==> config.mk <==
export PLATFORM = sky130hd
export DESIGN_NAME = fill_trim_ctrl
export DESIGN_NICKNAME = d
export VERILOG_FILES = /design/src/rtl/ftc_pkg.sv /design/src/rtl/ftc_fifo.sv /design/src/rtl/ftc_fill_avg.sv /design/src/rtl/ftc_trim_ctrl.sv /design/src/rtl/fill_trim_ctrl.sv
export SDC_FILE = /design/constraint.sdc
export NUM_CORES = 2
export LEC_CHECK = 0
export BUFFER_PORTS_ARGS = -buffer_cell sky130_fd_sc_hd__buf_4
export CAP_MARGIN = 20
export CORE_ASPECT_RATIO = 2
export CORE_MARGIN = 8
export CORE_UTILIZATION = 50
export CTS_CLUSTER_SIZE = 40
export DETAILED_ROUTE_END_ITERATION = 10
export MAX_ROUTING_LAYER = met4
export PLACE_DENSITY = 0.7
export SYNTH_ARGS = -nofsm -noshare
export SYNTH_HDL_FRONTEND = slang
export SYNTH_SLANG_ARGS = --single-unit
==> constraint.sdc <==
create_clock -name clk -period 3.4 [get_ports clk]
set_input_delay 1.02 -clock clk [delete_from_list [all_inputs] [get_ports clk]]
set_output_delay 1.02 -clock clk [all_outputs]
set_load 0.02 [all_outputs]
==> src/rtl/ftc_pkg.sv <==
package ftc_pkg;

    typedef enum logic {
        LOCK_NARROW = 1'b0,
        LOCK_WIDE   = 1'b1
    } lock_mode_e;

    // Limit a signed value to the symmetric range [-lim, +lim].
    function automatic int clamp_sym(input int v, input int lim);
        if (v > lim)  return lim;
        if (v < -lim) return -lim;
        return v;
    endfunction

endpackage

==> src/rtl/ftc_fifo.sv <==
module ftc_fifo #(
    parameter int DW    = 24,
    parameter int DEPTH = 64
) (
    input  logic                       clk,
    input  logic                       rst_n,
    input  logic                       clear,
    input  logic                       wr_en,
    input  logic [DW-1:0]              wr_data,
    input  logic                       rd_en,
    output logic [DW-1:0]              rd_data,
    output logic                       rd_valid,
    output logic [$clog2(DEPTH):0]     level,
    output logic                       ovf,
    output logic                       udf
);
    localparam int AW = $clog2(DEPTH);
    localparam int CW = AW + 1;
    localparam logic [CW-1:0] FULL_C = CW'(DEPTH);
    localparam logic [CW-1:0] HALF_C = CW'(DEPTH / 2);

    typedef struct packed {
        logic [AW-1:0] wp;
        logic [AW-1:0] rp;
        logic [CW-1:0] cnt;
        logic [CW-1:0] pad;
        logic [DW-1:0] rdat;
        logic          rvld;
        logic          ovf;
        logic          udf;
    } fifo_st_t;

    fifo_st_t st_q, st_d;
    logic [DW-1:0] mem_q [DEPTH];
    logic do_rd, do_wr;

    always_comb begin
        st_d  = st_q;
        do_rd = rd_en && (st_q.cnt != '0) && !clear;
        do_wr = wr_en && !clear && ((st_q.cnt != FULL_C) || do_rd);
        if (clear) begin
            // Re-centre: half depth of zero padding ahead of the write pointer.
            st_d.rp   = st_q.wp;
            st_d.cnt  = HALF_C;
            st_d.pad  = HALF_C;
            st_d.rvld = 1'b0;
            st_d.rdat = '0;
            st_d.ovf  = 1'b0;
            st_d.udf  = 1'b0;
        end else begin
            st_d.rvld = do_rd;
            if (do_rd) begin
                if (st_q.pad != '0) begin
                    st_d.rdat = '0;
                    st_d.pad  = st_q.pad - 1'b1;
                end else begin
                    st_d.rdat = mem_q[st_q.rp];
                    st_d.rp   = st_q.rp + 1'b1;
                end
            end
            if (do_wr) begin
                st_d.wp = st_q.wp + 1'b1;
            end
            if (rd_en && (st_q.cnt == '0)) begin
                st_d.udf = 1'b1;
            end
            if (wr_en && (st_q.cnt == FULL_C) && !do_rd) begin
                st_d.ovf = 1'b1;
            end
            st_d.cnt = st_q.cnt + CW'(do_wr) - CW'(do_rd);
        end
    end

    always_ff @(posedge clk) begin
        if (!rst_n) begin
            st_q      <= '0;
            st_q.cnt  <= HALF_C;
            st_q.pad  <= HALF_C;
        end else begin
            st_q <= st_d;
        end
    end

    always_ff @(posedge clk) begin
        if (do_wr) begin
            mem_q[st_q.wp] <= wr_data;
        end
    end

    assign rd_data  = st_q.rdat;
    assign rd_valid = st_q.rvld;
    assign level    = st_q.cnt;
    assign ovf      = st_q.ovf;
    assign udf      = st_q.udf;

endmodule

==> src/rtl/ftc_fill_avg.sv <==
module ftc_fill_avg #(
    parameter int LVL_W       = 7,
    parameter int NARROW_LOG2 = 20,
    parameter int WIDE_LOG2   = 14,
    parameter int TARGET      = 32,
    parameter int BAND        = 2
) (
    input  logic             clk,
    input  logic             rst_n,
    input  logic             clear,
    input  logic             wide,
    input  logic [LVL_W-1:0] level,
    output logic             step_up,
    output logic             step_dn
);
    localparam int CNT_W = (NARROW_LOG2 > WIDE_LOG2) ? NARROW_LOG2 : WIDE_LOG2;
    localparam int ACC_W = LVL_W + CNT_W;
    localparam logic [CNT_W-1:0] N_LAST = CNT_W'((64'd1 << NARROW_LOG2) - 64'd1);
    localparam logic [CNT_W-1:0] W_LAST = CNT_W'((64'd1 << WIDE_LOG2) - 64'd1);
    localparam logic [ACC_W-1:0] HI_TH  = ACC_W'(TARGET + BAND);
    localparam logic [ACC_W-1:0] LO_TH  = ACC_W'(TARGET - BAND);

    typedef struct packed {
        logic [CNT_W-1:0] cnt;
        logic [ACC_W-1:0] acc;
    } avg_st_t;

    avg_st_t st_q, st_d;
    logic [ACC_W-1:0] sum, mean;
    logic             last;

    always_comb begin
        st_d = st_q;
        sum  = st_q.acc + ACC_W'(level);
        last = wide ? (st_q.cnt == W_LAST) : (st_q.cnt == N_LAST);
        mean = wide ? (sum >> WIDE_LOG2) : (sum >> NARROW_LOG2);
        step_up = 1'b0;
        step_dn = 1'b0;
        if (clear) begin
            st_d.cnt = '0;
            st_d.acc = '0;
        end else if (last) begin
            step_up  = (mean > HI_TH);
            step_dn  = (mean < LO_TH);
            st_d.cnt = '0;
            st_d.acc = '0;
        end else begin
            st_d.cnt = st_q.cnt + 1'b1;
            st_d.acc = sum;
        end
    end

    always_ff @(posedge clk) begin
        if (!rst_n) begin
            st_q <= '0;
        end else begin
            st_q <= st_d;
        end
    end

endmodule

==> src/rtl/ftc_trim_ctrl.sv <==
module ftc_trim_ctrl
    import ftc_pkg::*;
#(
    parameter int TW         = 16,
    parameter int NARROW_LIM = 1500,
    parameter int WIDE_LIM   = 32767
) (
    input  logic                 clk,
    input  logic                 rst_n,
    input  logic                 sig_present,
    input  logic                 wide_req,
    input  logic                 step_up,
    input  logic                 step_dn,
    output logic                 mode_chg,
    output logic                 wide,
    output logic signed [TW-1:0] trim
);
    typedef struct packed {
        lock_mode_e            mode;
        logic signed [TW-1:0]  trim;
    } trim_st_t;

    trim_st_t st_q, st_d;
    lock_mode_e req_mode;
    int cur_i, lim_i, nxt_i;

    always_comb begin
        st_d     = st_q;
        req_mode = wide_req ? LOCK_WIDE : LOCK_NARROW;
        mode_chg = sig_present && (req_mode != st_q.mode);
        cur_i    = int'(st_q.trim);
        lim_i    = (st_q.mode == LOCK_WIDE) ? WIDE_LIM : NARROW_LIM;
        nxt_i    = cur_i;
        if (mode_chg) begin
            st_d.mode = req_mode;
            if (req_mode == LOCK_NARROW) begin
                nxt_i = clamp_sym(cur_i, NARROW_LIM);
            end
        end else if (step_up) begin
            nxt_i = clamp_sym(cur_i + 1, lim_i);
        end else if (step_dn) begin
            nxt_i = clamp_sym(cur_i - 1, lim_i);
        end
        st_d.trim = nxt_i[TW-1:0];
    end

    always_ff @(posedge clk) begin
        if (!rst_n) begin
            st_q.mode <= LOCK_NARROW;
            st_q.trim <= '0;
        end else begin
            st_q <= st_d;
        end
    end

    assign wide = (st_q.mode == LOCK_WIDE);
    assign trim = st_q.trim;

endmodule

==> src/rtl/fill_trim_ctrl.sv <==
module fill_trim_ctrl #(
    parameter int DW          = 24,
    parameter int DEPTH       = 64,
    parameter int TW          = 16,
    parameter int NARROW_LOG2 = 20,
    parameter int WIDE_LOG2   = 14,
    parameter int NARROW_LIM  = 1500,
    parameter int WIDE_LIM    = 32767,
    parameter int BAND        = 2
) (
    input  logic                       clk,
    input  logic                       rst_n,
    input  logic                       sig_present,
    input  logic                       wide_req,
    input  logic                       wr_en,
    input  logic [DW-1:0]              wr_data,
    input  logic                       rd_en,
    output logic [DW-1:0]              rd_data,
    output logic                       rd_valid,
    output logic [$clog2(DEPTH):0]     fill_level,
    output logic signed [TW-1:0]       trim_word,
    output logic                       wide_mode,
    output logic                       overflow,
    output logic                       underflow
);
    localparam int LVL_W = $clog2(DEPTH) + 1;

    logic loss;
    logic mode_chg;
    logic avg_clear;
    logic step_up, step_dn;

    assign loss      = !sig_present;
    assign avg_clear = loss || mode_chg;

    ftc_fifo #(
        .DW    (DW),
        .DEPTH (DEPTH)
    ) u_fifo (
        .clk      (clk),
        .rst_n    (rst_n),
        .clear    (loss),
        .wr_en    (wr_en),
        .wr_data  (wr_data),
        .rd_en    (rd_en),
        .rd_data  (rd_data),
        .rd_valid (rd_valid),
        .level    (fill_level),
        .ovf      (overflow),
        .udf      (underflow)
    );

    ftc_fill_avg #(
        .LVL_W       (LVL_W),
        .NARROW_LOG2 (NARROW_LOG2),
        .WIDE_LOG2   (WIDE_LOG2),
        .TARGET      (DEPTH / 2),
        .BAND        (BAND)
    ) u_avg (
        .clk     (clk),
        .rst_n   (rst_n),
        .clear   (avg_clear),
        .wide    (wide_mode),
        .level   (fill_level),
        .step_up (step_up),
        .step_dn (step_dn)
    );

    ftc_trim_ctrl #(
        .TW         (TW),
        .NARROW_LIM (NARROW_LIM),
        .WIDE_LIM   (WIDE_LIM)
    ) u_trim (
        .clk         (clk),
        .rst_n       (rst_n),
        .sig_present (sig_present),
        .wide_req    (wide_req),
        .step_up     (step_up),
        .step_dn     (step_dn),
        .mode_chg    (mode_chg),
        .wide        (wide_mode),
        .trim        (trim_word)
    );

endmodule

* Word level (Yosys, flattened, before mapping)
Memory sizes are Yosys's and may differ from the RTL's. A register that Yosys moved wholly into a read port is not among the register bits.
Cells that the tools add are included.
** Storage, ports and cells
- Register bits :: 117
- RAM bits :: 1536
- Memories :: 1
- Word-level logic and storage cells :: 122
- Latch bits :: 0
- Output and inout port bits :: 51
- ROM bits :: 0
- Input port bits :: 30
** Operators by class
- Bitwise gates (word level) :: 1
- Divide/modulo/power cells :: 0
- $add $sub $neg :: 10
- Equality and inequality tests :: 9
- Magnitude comparators :: 8
- Mux-type cells :: 59
- Multiply operators :: 0
- Reduce and logical (&&, ||, !) cells :: 22
- Shift operators :: 0
** Memories
- u_fifo.mem_q :: depth 64, width 24, rd ports 1, clocked after memory_dff 1, wr ports 1, line ftc_fifo.sv:34 : logic [DW-1:0] mem_q [DEPTH];
** Operator list (count)
- 16-bit 2-to-1 mux :: 13
- 17-bit by 32-bit < comparator with 1-bit output :: 2
- 47-bit 2-to-1 mux :: 1
- 15-bit 2-to-1 mux :: 3
- 17-bit by 16-bit greater-than comparator with 1-bit output :: 2
- 1-bit 2-to-1 mux :: 33
- 15-bit negation with 32-bit output :: 1
- 31-bit 2-to-1 mux :: 1
- 27-bit by 7-bit adder with 27-bit output :: 1
- 27-bit by 6-bit greater-than comparator with 1-bit output (second input constant) :: 1
- 27-bit by 5-bit < comparator with 1-bit output (second input constant) :: 1
- 24-bit 2-to-1 mux :: 1
- 6-bit 2-to-1 mux :: 4
- 20-bit by 1-bit adder with 20-bit output (second input constant) :: 1
- 20-bit by 14-bit equality test with 1-bit output (second input constant) :: 1
- 20-bit equality test (second input constant) :: 1
- 16-bit by 2-bit adder with 17-bit output (second input constant) :: 1
- 16-bit by 2-bit subtractor with 17-bit output (second input constant) :: 1
- 16-bit by 12-bit greater-than comparator with 1-bit output (second input constant) :: 1
- 16-bit by 12-bit < comparator with 1-bit output (second input constant) :: 1
- 7-bit nonzero test :: 2
- 13-bit 2-to-1 mux :: 1
- 6-bit by 1-bit adder with 6-bit output (second input constant) :: 2
- 11-bit 2-to-1 mux :: 1
- 19 further kinds :: 32

* Longest topological paths before layout
- Depth after elaboration :: 17
- Depth in mapped cells :: 20

* By module
From an unflattened synthesis, not the netlist that was laid out.
** Second synthesis, totals
- Cell total of the unflattened synthesis :: 3580
- Area, all modules :: 66640.2 µm²
** By module, submodules not included
- ftc_fifo :: area an instance 60957.2 µm², times used 1, cells each 2878, sequential area each 47305.4 µm²
- ftc_trim_ctrl :: area an instance 3150.5 µm², times used 1, cells each 404, sequential area each 340.3 µm²
- ftc_fill_avg :: area an instance 2522.4 µm², times used 1, cells each 296, sequential area each 940.9 µm²
- fill_trim_ctrl :: area an instance 10.0 µm², times used 1, cells each 2, sequential area each 0.0 µm²

* Worst setup path before layout
OpenSTA, ideal clock, no wires.
- Path type :: flip-flop to flip-flop
- From :: register, netlist name u_trim.trim[3]
- To :: register, netlist name u_trim.trim[13]
- Setup time :: 0.117 ns
- Data required time :: 3.283 ns
- Stages on the path, launching flop included :: 15
- Path slack :: -0.374 ns
- Arrival :: 3.657 ns
- Cells stage by stage :: dfxtp_1 > clkbuf_1 > nor4_1 > clkbuf_1 > nand4_1 > nor4_1 > xor2_1 > ha_1 > or3_1 > a211oi_1 > a21o_1 > o21ai_1 > or3_4 > a21o_1 > a32o_1
** On the way
- Word-level cells in the longest chain between the ends :: 12
- Elaborated cells between the ends (all ways) :: 48
- Those cells by class :: add/sub (2); order compare (6); eq/ne (1); mux (38); reduce/logical (1)
** RTL lines
- 16-bit by 2-bit subtractor with 17-bit output :: line ftc_trim_ctrl.sv:42 : nxt_i = clamp_sym(cur_i - 1, lim_i);
- 17-bit by 32-bit < comparator with 1-bit output :: line ftc_pkg.sv:11 : if (v < -lim) return -lim;
- 1-bit 2-to-1 mux (2 in series) :: line ftc_pkg.sv:11
- 1-bit 2-to-1 mux :: line ftc_trim_ctrl.sv:41 : end else if (step_dn) begin
- 1-bit 2-to-1 mux :: line ftc_trim_ctrl.sv:39 : end else if (step_up) begin
- 1-bit 2-to-1 mux :: line ftc_trim_ctrl.sv:34 : if (mode_chg) begin
- 16-bit 2-to-1 mux :: line ftc_pkg.sv:12 : return v;
- 16-bit 2-to-1 mux :: line ftc_pkg.sv:11
- 16-bit 2-to-1 mux :: line ftc_trim_ctrl.sv:41
- 16-bit 2-to-1 mux :: line ftc_trim_ctrl.sv:39
- 16-bit 2-to-1 mux :: line ftc_trim_ctrl.sv:34
Several ways; a longest one is shown, not always the timed one. The select of a mux whose other input is x is not followed.
A chain may end at the register's enable or synchronous reset.

* Worst setup path after layout
- From :: register u_fifo.st_q, in the netlist u_fifo.level[4]
- To :: register, netlist name u_trim.trim[9]
** On the way
- Word-level cells in the longest chain between the ends :: 7
- Elaborated cells between the ends (all ways) :: 12
- Those cells by class :: add/sub (1); order compare (2); mux (7); reduce/logical (2)
** RTL lines
- from (decl) :: line ftc_fifo.sv:33 : fifo_st_t st_q, st_d;
- from (signal assigned) :: line ftc_fifo.sv:80 : st_q <= st_d;
- 27-bit by 7-bit adder with 27-bit output (*) :: line ftc_fill_avg.sv:34 : sum = st_q.acc + ACC_W'(level);
- 13-bit 2-to-1 mux (*) :: line ftc_fill_avg.sv:36 : mean = wide ? (sum >> WIDE_LOG2) : (sum >> NARROW_LOG2);
- 27-bit by 6-bit greater-than comparator with 1-bit output / 27-bit by 5-bit < comparator with 1-bit output (equally long branches) :: line ftc_fill_avg.sv:43, ftc_fill_avg.sv:44
- 1-bit 2-to-1 mux :: line ftc_fill_avg.sv:42 : end else if (last) begin
- 1-bit 2-to-1 mux :: line ftc_fill_avg.sv:39 : if (clear) begin
- 3-bit nonzero test (no source line) / 16-bit 2-to-1 mux (equally long branches)
- 3-bit AND reduction (no source line) / 16-bit 2-to-1 mux (equally long branches)
Every way passes the cells marked *; elsewhere a longest branch is shown, timed or not.

==> impl_results.md <==
* Nets@finish at around 3700
* Total power at 42.5 mW
* CP cell instances: ha_1 -> o211ai_1 -> o211ai_1 -> buf_4 -> nand4_1 -> xnor2_2 -> o31a_1 -> o31ai_2 -> nand2_2 -> buf_6 -> or3_4 -> a21o_1 -> a32o_2
* Critical path fanouts, max at 6
* Hold slack at between 0.4 and 0.5 ns
* Effective utilization at floorplan at 0.502
* Vias/cell at between 6 and 7
* Post-synth ARST share at 0
* Wire per inst at about 30 um
* Max-slew violations at 0
* Die width at ~270 um
* P_leak at ~25 nW
* I/O pin count at 81
* Min Tclk post-route at between 3 and 4 ns
* Power Dens Cells at 545 nW/um^2
* Slew @ Worst Pin at roughly 0.94 ns
* Mapped Area at approximately 66000 um^2
* Syn. warnings at 0
* #FFs+latches synth at roughly 1700
* CP Launch Type: flop
* Avg Inst Size Synth at 20.6 um^2
* Largest stage delay on the critical path at about 0.4 ns
* HP Class: flop to flop
* Vias in the first global route at 34900
* Critical Path End Type: flop
* GRT overflow at 0
* Number of DRC markers in iteration 0 at roughly 2700
* Area Growth Syn to Fin at 17.5%
* Seq pwr share at 0.529
* Drc violations at 0
* Row Count at between 150 and 200
* CP dominant cell by count: o211ai_1
* Maxcap violations at 0
* Via count at 33000
* Mapped Nets at roughly 3300
* FMAX at ~280 MHz
* GPL Wtd Cong at around 0.94
* Final ANT Viol Nets at 0
* Post-synth EDFFs at approximately 1500
* Port-buffer cells at 80
* First-pass GRT wire length at between 200 and 250 mm
* Initial antenna violation count at 2
* Setup WS post-layout at -0.221 ns
* Clock transition at path regs at ~0.080 ns
* FILL cells at slightly above 9000
* Gate power share at 0.101
* Placement Setup Slack at -0.569 ns
* Failing checks: setup timing
* Worst EP required at 4.06 ns
* Final Instance Area at ~78000 um^2
* Fin Setup TNS at -2.37 ns
* Worst VDD drop at approximately 0.48 mV
* Internal at 32.9 mW
* CP Class: flop to flop
* Net Switching at ~9.5 mW
* Commonest non-fill, non-tap cell in the layout: edfxtp_1
* Crit path DAT at 4.28 ns
* Final setup violating endpoints at 16
* Slew margin rel. at 0.370
* Yosys top cell area share at 0.695
* Fin. Hold Viols at 0
* Sw frac at 0.225
* Clk buf depth at 3
* Later-pin clock latency in the skew report at around 0.76 ns
* CTS HTree Levels at 4
* Area leader, netlist: edfxtp_1
* CTS tree: built
* Clock Sinks at ~1700
* CP top delay family: compound AO/OA/AOI/OAI gates
* CORE AREA at 132000 um^2
* Drt first pass iters at 5
* Register area share after synthesis at 0.732
* Period utilization at 1.06
* HPWL Detailed at about 110 mm
* RSZ-0062 raised after global routing: yes
* Num CTS Buffers at 135
* Tot GR Track Use at 0.232
* Routed wire length at roughly 160 mm
* Clock power share at 0.370
* Post-synth cell types at between 80 and 90
* Buf/Inv on CP at 2
* Worst Skew at 0.0270 ns
* Root Buffer: clkbuf_16
* Cells after synthesis at ~3200
* Die Height at 531 um
* Top post-synthesis cells by area: edfxtp_1 (70%), mux4_2 (17%), dfxtp_1 (3.7%)
* Status: finished, violations left
* Die area at around 150000 um^2
* Slowest cell on the critical path: o211ai_1
* Commonest non-fill, non-tap cells in the layout: edfxtp_1 (1536), mux4_2 (504), buf_4 (292)
* Prevailing post-synth register cell: edfxtp_1
* Post-place instance area at between 70000 and 80000 um^2
* Layout cells sized above 1 at 0.356
* Pin count of the biggest net entering global routing at 65
* Cts hold-fix bufs at 0
==> kinds of logic after synthesis <==
logic type / count (synthesis) / share of synthesized area
AO/OA/AOI/OAI: 190 / 0.0223
AND/OR/NAND/NOR: 453 / 0.0329
flip-flops: 1659 / 0.732
buffers and inverters: 251 / 0.0167
adder cells (fa/ha/maj): 60 / 0.0115
multiplexers: 516 / 0.173
XOR/XNOR: 87 / 0.0115
==> worst paths after layout <==
check,start,end,slack (ns),depth (start not counted)
setup / recovery,u_fifo.level[4],u_trim.trim[9],-0.22,13
hold / removal,u_avg.st_q[27],u_avg.st_q[27],0.46,1
setup reg to reg,u_fifo.level[4],u_trim.trim[9],-0.22,13
hold reg to reg,u_avg.st_q[27],u_avg.st_q[27],0.46,1
==> flip-flops by register name, summed over array words and instances (netlist names), named ones only <==
register,cells
u_fifo.rd_valid,1
u_avg.st_q,47
u_fifo.rd_data,24
u_fifo.st_q,19
u_trim.wide,1
u_fifo.ovf,1
u_trim.trim,16
u_fifo.mem_q,1536
u_fifo.udf,1
u_fifo.level,7
==> routing by layer <==
layer  track usage  share of wire  up-vias  wire (um)
li1              -              -    14000          -
met1         0.236           0.33    17600      54500
met2         0.444           0.58     1081      94500
met3        0.0261          0.039      362       6350
met4        0.0947          0.046        0       7510
met5             -              0        -          0
==> through the flow <==
| step | cells | util |
|---|---|---|
| floorplan | 3216 | - |
| global placement | 5155 | 0.553 |
| detailed placement | 5155 | 0.553 |
| CTS | 5405 | 0.588 |
| global route | 5415 | 0.590 |
| finish | 5416 | 0.590 |
==> what timing repair did <==
action	CTS	global route
endpoints found under the setup margin	17	17
resized for setup	34	41
pin swaps	35	38
cloned	0	0
setup buffers	12	9
==> area by class of cell <==
cell class                      count  area (um^2)  area share
Timing Repair Buffer              449         5280      0.0677
Multi-Input combinational cell   1306        17400       0.223
Clock buffer                      166         3640      0.0467
Tap cell                         1719         2150      0.0276
Clock inverter                     75          754     0.00968
Antenna cell                        2         5.00   0.0000642
Sequential cell                  1659        48600       0.624
Inverter                           40          150     0.00193
==> cell usage after synthesis, types with 6 or more instances <==
cell type / count
a211oi_1: 12
a21o_1: 12
a21oi_1: 27
a221oi_2: 6
a22oi_1: 25
and2_1: 8
and3_1: 16
and4_1: 8
buf_1: 52
buf_2: 9
buf_4: 31
clkbuf_1: 114
dfxtp_1: 123
edfxtp_1: 1536
ha_1: 58
inv_1: 39
mux2i_1: 8
mux4_2: 504
nand2_1: 57
nand2b_1: 10
nand3_1: 43
nand4_1: 22
nor2_1: 213
nor2b_1: 10
nor3_1: 20
nor4_1: 7
o211ai_1: 12
o21ai_0: 18
o311ai_0: 7
or3_1: 8
xnor2_1: 40
xor2_1: 47
==> power groups by stage <==
stage / clock, mW / combinational [mW] / sequential (mW)
after detailed placement: 0 / 4.12 / 22.9
final: 15.7 / 4.29 / 22.5
after global placement: 0 / 4.08 / 22.9
after floorplan: 0 / 2.33 / 22.9
after CTS: 16.0 / 4.21 / 22.4
after global routing: 16.7 / 4.55 / 22.5
Note: power is estimated with default switching activity, not from simulation.
